`src/rtl/sio_cfg_pkg.sv`:
```
package sio_cfg_pkg;
  localparam logic [7:0] KEY_OPEN    = 8'h87;
  localparam logic [7:0] KEY_CLOSE   = 8'hAA;
  localparam logic [7:0] IDX_DEVSEL  = 8'h07;
  localparam logic [7:0] IDX_GLOB_LO = 8'h20;
  localparam logic [7:0] IDX_DEV_LO  = 8'h30;
  localparam logic [7:0] IDX_ACT     = 8'h30;
  localparam logic [7:0] IDX_BAR0    = 8'h60;
  localparam logic [7:0] IDX_IRQ     = 8'h70;
  localparam logic [7:0] IDX_IRQTYPE = 8'h71;

  typedef enum logic [1:0] {
    KS_LOCKED = 2'd0,
    KS_ARMED  = 2'd1,
    KS_OPEN   = 2'd2
  } key_state_t;
endpackage

```
`src/rtl/sio_key_fsm.sv`:
```
module sio_key_fsm
  import sio_cfg_pkg::*;
(
  input  logic       clk,
  input  logic       rst_n,
  input  logic       idx_wr,
  input  logic [7:0] wdata,
  output logic       open
);
  key_state_t st_q, st_d;

  always_comb begin
    st_d = st_q;
    if (idx_wr) begin
      unique case (st_q)
        KS_LOCKED: st_d = (wdata == KEY_OPEN) ? KS_ARMED : KS_LOCKED;
        KS_ARMED:  st_d = (wdata == KEY_OPEN) ? KS_OPEN  : KS_LOCKED;
        KS_OPEN:   st_d = (wdata == KEY_CLOSE) ? KS_LOCKED : KS_OPEN;
        default:   st_d = KS_LOCKED;
      endcase
    end
  end

  always_ff @(posedge clk or negedge rst_n) begin
    if (!rst_n) st_q <= KS_LOCKED;
    else        st_q <= st_d;
  end

  assign open = (st_q == KS_OPEN);

  // the open state is only ever entered through the armed state
  a_r2_open_via_armed: assert property (@(posedge clk) disable iff (!rst_n)
    (st_q != KS_OPEN) ##1 (st_q == KS_OPEN) |-> $past(st_q == KS_ARMED));
endmodule

```
`src/rtl/sio_glob_bank.sv`:
```
module sio_glob_bank
  import sio_cfg_pkg::*;
#(
  parameter int GLOB_N = 16
) (
  input  logic              clk,
  input  logic              rst_n,
  input  logic              we,
  input  logic [7:0]        idx,
  input  logic [7:0]        wdata,
  output logic [7:0]        rdata,
  output logic              hit,
  output logic [GLOB_N*8-1:0] regs
);
  localparam logic [8:0] GLOB_HI = 9'(IDX_GLOB_LO) + 9'(GLOB_N);

  logic [7:0] mem_q [GLOB_N];
  logic [7:0] off;

  assign hit = ({1'b0, idx} >= 9'(IDX_GLOB_LO)) && ({1'b0, idx} < GLOB_HI);
  assign off = idx - IDX_GLOB_LO;

  for (genvar i = 0; i < GLOB_N; i++) begin : g_reg
    always_ff @(posedge clk or negedge rst_n) begin
      if (!rst_n)                        mem_q[i] <= '0;
      else if (we && hit && off == 8'(i)) mem_q[i] <= wdata;
    end
    assign regs[i*8 +: 8] = mem_q[i];
  end

  always_comb begin
    rdata = 8'hFF;
    for (int i = 0; i < GLOB_N; i++)
      if (hit && off == 8'(i)) rdata = mem_q[i];
  end

  // global bank changes only on a write strobe
  a_r9_glob_hold: assert property (@(posedge clk) disable iff (!rst_n)
    !we |=> $stable(regs));
endmodule

```
`src/rtl/sio_dev_bank.sv`:
```
module sio_dev_bank
  import sio_cfg_pkg::*;
#(
  parameter int NUM_BARS = 3
) (
  input  logic                   clk,
  input  logic                   rst_n,
  input  logic                   we,
  input  logic [7:0]             idx,
  input  logic [7:0]             wdata,
  output logic [7:0]             rdata,
  output logic                   active,
  output logic [NUM_BARS*16-1:0] base,
  output logic [7:0]             irq,
  output logic [7:0]             irq_type
);
  localparam logic [8:0] BAR_END = 9'(IDX_BAR0) + 9'(2 * NUM_BARS);

  logic       act_q;
  logic [7:0] irq_q, irqt_q;
  logic [7:0] bar_hi_q [NUM_BARS];
  logic [7:0] bar_lo_q [NUM_BARS];
  logic       in_bar;
  logic [7:0] bar_off;

  assign in_bar  = ({1'b0, idx} >= 9'(IDX_BAR0)) && ({1'b0, idx} < BAR_END);
  assign bar_off = idx - IDX_BAR0;

  always_ff @(posedge clk or negedge rst_n) begin
    if (!rst_n) begin
      act_q  <= 1'b0;
      irq_q  <= '0;
      irqt_q <= '0;
    end else if (we) begin
      if (idx == IDX_ACT)     act_q  <= wdata[0];
      if (idx == IDX_IRQ)     irq_q  <= wdata;
      if (idx == IDX_IRQTYPE) irqt_q <= wdata;
    end
  end

  for (genvar k = 0; k < NUM_BARS; k++) begin : g_bar
    always_ff @(posedge clk or negedge rst_n) begin
      if (!rst_n) begin
        bar_hi_q[k] <= '0;
        bar_lo_q[k] <= '0;
      end else if (we && in_bar) begin
        if (bar_off == 8'(2*k))     bar_hi_q[k] <= wdata;
        if (bar_off == 8'(2*k + 1)) bar_lo_q[k] <= wdata;
      end
    end
    assign base[k*16 +: 16] = {bar_hi_q[k], bar_lo_q[k]};
  end

  always_comb begin
    rdata = 8'hFF;
    if (idx == IDX_ACT)     rdata = {7'b0, act_q};
    if (idx == IDX_IRQ)     rdata = irq_q;
    if (idx == IDX_IRQTYPE) rdata = irqt_q;
    for (int k = 0; k < NUM_BARS; k++) begin
      if (in_bar && bar_off == 8'(2*k))     rdata = bar_hi_q[k];
      if (in_bar && bar_off == 8'(2*k + 1)) rdata = bar_lo_q[k];
    end
  end

  assign active   = act_q;
  assign irq      = irq_q;
  assign irq_type = irqt_q;

  // activate bit follows bit 0 of a write to its register
  a_r6_act_follows: assert property (@(posedge clk) disable iff (!rst_n)
    (we && idx == IDX_ACT) |=> (active == $past(wdata[0])));
  // a bank that is not written keeps its state
  a_r5_bank_hold: assert property (@(posedge clk) disable iff (!rst_n)
    !we |=> ($stable(active) && $stable(base) && $stable(irq) && $stable(irq_type)));
endmodule

```
`src/rtl/sio_cfg_port.sv`:
```
module sio_cfg_port
  import sio_cfg_pkg::*;
#(
  parameter int              ADDR_W   = 16,
  parameter logic [ADDR_W-1:0] BASE   = 16'h0370,
  parameter int              NUM_DEV  = 10,
  parameter int              NUM_BARS = 3,
  parameter int              GLOB_N   = 16
) (
  input  logic                           clk,
  input  logic                           rst_n,
  input  logic [ADDR_W-1:0]              io_addr,
  input  logic                           io_wr,
  input  logic                           io_rd,
  input  logic [7:0]                     io_wdata,
  output logic [7:0]                     io_rdata,
  output logic                           io_rvalid,
  output logic                           cfg_unlocked,
  output logic [NUM_DEV-1:0]             dev_active,
  output logic [NUM_DEV*NUM_BARS*16-1:0] dev_base,
  output logic [NUM_DEV*8-1:0]           dev_irq,
  output logic [NUM_DEV*8-1:0]           dev_irq_type,
  output logic [GLOB_N*8-1:0]            glob_regs
);
  localparam logic [ADDR_W-1:0] DATA_ADDR = BASE + ADDR_W'(1);
  localparam logic [8:0]        NDEV9     = 9'(NUM_DEV);

  logic       at_idx, at_data, open;
  logic       idx_wr, data_wr;
  logic [7:0] idx_q, sel_q;
  logic       sel_ok, dev_space;
  logic [7:0] glob_rd, dev_rd_mux, data_rd;
  logic       glob_hit;
  logic [7:0] dev_rd [NUM_DEV];

  assign at_idx    = (io_addr == BASE);
  assign at_data   = (io_addr == DATA_ADDR);
  assign idx_wr    = io_wr && at_idx;
  assign data_wr   = io_wr && at_data && open;
  assign sel_ok    = ({1'b0, sel_q} < NDEV9);
  assign dev_space = (idx_q >= IDX_DEV_LO);

  sio_key_fsm u_key (
    .clk   (clk),
    .rst_n (rst_n),
    .idx_wr(idx_wr),
    .wdata (io_wdata),
    .open  (open)
  );

  always_ff @(posedge clk or negedge rst_n) begin
    if (!rst_n) begin
      idx_q <= '0;
      sel_q <= '0;
    end else begin
      if (idx_wr && open && io_wdata != KEY_CLOSE) idx_q <= io_wdata;
      if (data_wr && idx_q == IDX_DEVSEL)          sel_q <= io_wdata;
    end
  end

  sio_glob_bank #(.GLOB_N(GLOB_N)) u_glob (
    .clk  (clk),
    .rst_n(rst_n),
    .we   (data_wr),
    .idx  (idx_q),
    .wdata(io_wdata),
    .rdata(glob_rd),
    .hit  (glob_hit),
    .regs (glob_regs)
  );

  for (genvar d = 0; d < NUM_DEV; d++) begin : g_dev
    logic dwe;
    assign dwe = data_wr && dev_space && (sel_q == 8'(d));
    sio_dev_bank #(.NUM_BARS(NUM_BARS)) u_bank (
      .clk     (clk),
      .rst_n   (rst_n),
      .we      (dwe),
      .idx     (idx_q),
      .wdata   (io_wdata),
      .rdata   (dev_rd[d]),
      .active  (dev_active[d]),
      .base    (dev_base[d*NUM_BARS*16 +: NUM_BARS*16]),
      .irq     (dev_irq[d*8 +: 8]),
      .irq_type(dev_irq_type[d*8 +: 8])
    );
  end

  always_comb begin
    dev_rd_mux = 8'hFF;
    for (int d = 0; d < NUM_DEV; d++)
      if (sel_q == 8'(d)) dev_rd_mux = dev_rd[d];
  end

  always_comb begin
    data_rd = 8'hFF;
    if (open) begin
      if (idx_q == IDX_DEVSEL)       data_rd = sel_q;
      else if (glob_hit)             data_rd = glob_rd;
      else if (dev_space && sel_ok)  data_rd = dev_rd_mux;
    end
  end

  always_ff @(posedge clk or negedge rst_n) begin
    if (!rst_n) begin
      io_rvalid <= 1'b0;
      io_rdata  <= 8'hFF;
    end else begin
      io_rvalid <= io_rd && (at_idx || at_data);
      if (io_rd && at_idx)       io_rdata <= open ? idx_q : 8'hFF;
      else if (io_rd && at_data) io_rdata <= data_rd;
    end
  end

  assign cfg_unlocked = open;

  // opening is always preceded by a key byte on the index port
  a_r2_key_before_open: assert property (@(posedge clk) disable iff (!rst_n)
    $rose(cfg_unlocked) |-> $past(io_wr && io_addr == BASE && io_wdata == KEY_OPEN));
  // close byte on the index port shuts access
  a_r3_close: assert property (@(posedge clk) disable iff (!rst_n)
    (cfg_unlocked && io_wr && io_addr == BASE && io_wdata == KEY_CLOSE) |=> !cfg_unlocked);
  // locked data writes leave all exported state alone
  a_r3_locked_ignored: assert property (@(posedge clk) disable iff (!rst_n)
    (!cfg_unlocked && !(io_wr && io_addr == BASE)) |=>
      ($stable(dev_active) && $stable(dev_irq) && $stable(dev_base) && $stable(glob_regs)));
  // every port read is answered next cycle
  a_r4_read_answer: assert property (@(posedge clk) disable iff (!rst_n)
    (io_rd && (io_addr == BASE || io_addr == DATA_ADDR)) |=> io_rvalid);
  // foreign addresses produce no answer
  a_r11_no_answer: assert property (@(posedge clk) disable iff (!rst_n)
    !(io_rd && (io_addr == BASE || io_addr == DATA_ADDR)) |=> !io_rvalid);
  // at most one device's activate bit changes per cycle
  a_r5_one_device: assert property (@(posedge clk) disable iff (!rst_n)
    $countones(dev_active ^ $past(dev_active)) <= 1);
endmodule

```
`config.mk`:
```
export PLATFORM = sky130hd
export DESIGN_NAME = sio_cfg_port
export DESIGN_NICKNAME = d
export VERILOG_FILES = /design/src/rtl/sio_cfg_pkg.sv /design/src/rtl/sio_key_fsm.sv /design/src/rtl/sio_glob_bank.sv /design/src/rtl/sio_dev_bank.sv /design/src/rtl/sio_cfg_port.sv
export SDC_FILE = /design/constraint.sdc
export NUM_CORES = 1
export LEC_CHECK = 0
export BUFFER_PORTS_ARGS = -buffer_cell sky130_fd_sc_hd__buf_4
export CORE_AREA = 2 2 314 316
export CTS_BUF_LIST = sky130_fd_sc_hd__clkbuf_16
export DETAILED_ROUTE_END_ITERATION = 12
export DIE_AREA = 0 0 316 318
export HOLD_SLACK_MARGIN = 0.05
export PLACE_DENSITY = 0.66
export SLEW_MARGIN = 20
export SYNTH_ARGS = -nofsm -noshare
export SYNTH_HDL_FRONTEND = slang
export SYNTH_SLANG_ARGS = --single-unit
```
`constraint.sdc`:
```
create_clock -name clk -period 3.6 [get_ports clk]
set_input_delay 0.18 -clock clk [delete_from_list [all_inputs] [get_ports clk]]
set_output_delay 0.18 -clock clk [all_outputs]
set_load 0.005 [all_outputs]
```
==> results.ini <==
[outcome]
status=finished, violations left
violations=setup timing

[grt]
grt_antenna_before_repair=4
grt_max_degree=92
grt_pass1_wl_um=278000
first_global_vias=33800
grt_overflow=0
track_usage_pct=39.4

[clock_network]
clock-sinks=805
insertion_delay_ns=0.70
tritoncts=done
clock_path_buffers=3
cts.clk_slew.worst_paths_ns=0.06
cts_root_buf=clkbuf_16
h-tree-depth=3
numCtsBuffers=89

[job]
maxCapViolations=0

[sta]
period_share_pct=101
worstMarginPinSlew_ns=1.14
hold_viol=0
slew_viol_final=0
holdWs_ns=0.0924
final-setup-viol-count=2
clock_skew_ns=0.0384
min_period_ns=3.62
slew-limit-headroom_pct=24.3
finalWorstSetupSlack_ns=-0.0248
fmax_ghz=0.276
grt_setup_unrepaired=yes

[synthesis]
ys_ff_latch=805
syn_area_um2=38000
synth_common_cells=mux2_2, dfrtp_1, nor2_1, clkbuf_1, o21ai_0
syn_nets=3222
synth_top_area_share_pct=52.5
synth.most_common_cell=mux2_2
ys_warn_count=0
synth_area_leaders=dfrtp_1, mux2_2, nor2_1
synth_area_leader_cell=dfrtp_1
avgSynthCellArea_um2=11.9
synth-async-reset-ratio_pct=100
yosysSeqAreaShare_pct=53.1
syn_inst=3191
synth_cell_types=86
synth_edf_count=0
yosys_most_used_dff=dfrtp_1

[worst_setup_path]
crit_fanout=11
critPathLaunchType=register
required_ns=4.20
critPathKind=register to register
crit_arrival_ns=4.22
r2r_cells=10
setup.worst_path.end_class=register

[route]
ant_nets=0
wl_per_cell_um=36.8
dr_total_vias=35100
drt-vias-per-instance=6.35
post-route-drc-count=0
routed_wl_um=203000
drtPass1Iterations=6
first_iter_violations=4775

[placement]
place.gp.congestion=1.03
placed_area_um2=47400
place_ws_ns=-0.646
io_buffers=815
dp.cells=5348
dp_hpwl_um=152000

[hold_path]
hold_class=input port to register
hold_depth=3

[power]
ir_worst_vdd_mv=0.293
powerDensity_nw_per_um2=376
p_leak_nw=25.9

[floorplan]
die_y_um=318
die_x_um=316
initial_core_util_pct=39.0
fp.coreArea_um2=97400
io_pins=816
die_area_um2=100000
num_rows=115

[final_layout]
nFillCells=8759
num_antenna_cells=0
instances_no_fill=5525
utilization_pct=52.0
nNetsFinal=4197
synthToLayoutAreaGrowth_pct=33.5
fin_area_um2=50700
drive_gt1_share_pct=51.1

power breakdown:
group,switching [W],internal (W)
logic,0.000410,0.0000708
clock network,0.00403,0.00548
registers,0.000000259,0.00905
path summary, 6_finish.rpt:
| check | from | endpoint | slack [ns] |
|---|---|---|---|
| max | idx_q[0] | io_rdata[4] | -0.02 |
| min | io_wdata[3] | u_glob.regs[35] | 0.09 |
| max reg2reg | idx_q[0] | io_rdata[4] | -0.02 |
| max in group asynchronous | rst_n | g_dev[6].u_bank.base[4] | 2.00 |
| min reg2reg | u_key.st_q[0] | u_key.st_q[0] | 0.51 |
| min in group asynchronous | rst_n | g_dev[4].u_bank.irq[2] | 0.52 |
per-layer routing:
metal	vias to the layer above	GRT usage [%]	wire length (um)
li1	13800	-	-
met1	18300	49.6	74700
met2	2429	61.0	92600
met3	571	10.2	21800
met4	2	22.9	14100
met5	-	0	11
layout make-up:
cell class	count	area [um2]	share of cell area, %
Tap cell	1287	1610	3.18
Clock inverter	73	708	1.40
Inverter	12	45.0	0.0889
Timing Repair Buffer	1126	8910	17.6
Clock buffer	90	2250	4.45
Multi-Input combinational cell	2132	17000	33.5
Sequential cell	805	20200	39.8
registers in the layout, summed over array words and instances (netlist names):
signal	flops
g_dev.u_bank.active	10
g_dev.u_bank.base	480
g_dev.u_bank.irq	80
g_dev.u_bank.irq_type	80
idx_q	8
io_rdata	8
io_rvalid	1
sel_q	8
u_glob.regs	128
u_key.st_q	2
what timing repair did:
action                                 CTS  global route
endpoints found under the hold margin  364             0
hold buffers                             5             0
gates cloned                             1             0
gates resized for setup                 12            21
setup buffers                            0             8
setup endpoints to repair                4             8
pin swaps                                0             7
cell families after synthesis:
group	share of synthesized area, %
multiplexers	24.8
buffers and inverters	2.84
AND/OR/NAND/NOR	8.30
XOR/XNOR	0.0231
flip-flops	53.1
adder cells (fa/ha/maj)	0.0989
AO/OA/AOI/OAI	10.8
through the flow:
step | total power (W) | setup TNS [ns]
6_report | 0.0190 | -0.0446
5_1_grt | 0.0194 | -0.0350
4_1_cts | 0.0191 | 0
3_5_place_dp | 0.00968 | -1.02
3_3_place_gp | 0.00968 | -0.914
2_1_floorplan | 0.00932 | 0
layout by cell type (no fill, tap or decap), types with 11 or more instances in the layout:
master / Yosys / layout
a211oi_1: 22 / 20
a21oi_1: 111 / 109
a221oi_1: 17 / 17
a22oi_1: 19 / 19
a31oi_1: 20 / 20
buf_12: 0 / 35
buf_4: 11 / 1085
bufinv_16: 0 / 13
clkbuf_16: 0 / 90
clkinv_1: 1 / 19
clkinv_2: 0 / 18
dfrtp_1: 797 / 794
inv_1: 11 / 25
mux2_2: 808 / 808
mux2i_1: 15 / 15
nand2_1: 160 / 156
nand3_1: 59 / 58
nor2_1: 260 / 257
nor2_2: 29 / 30
nor2b_1: 11 / 11
nor3_1: 48 / 44
nor4_1: 18 / 14
o211ai_1: 39 / 39
o21ai_0: 161 / 160
o221ai_1: 35 / 32
o22ai_1: 91 / 91
or4_1: 13 / 12
critical path, stage by stage (launching register included):
cell      delay [ns]
dfrtp_4         0.53
clkinv_1        0.38
nor2_2          0.54
nand4_1         0.38
buf_12          0.27
o22ai_1         0.13
nor3_1          0.07
o211ai_1        0.27
a211oi_1        0.32
o311a_1         0.26
or3_1           0.38
Note: power is estimated with default switching activity, not from simulation.
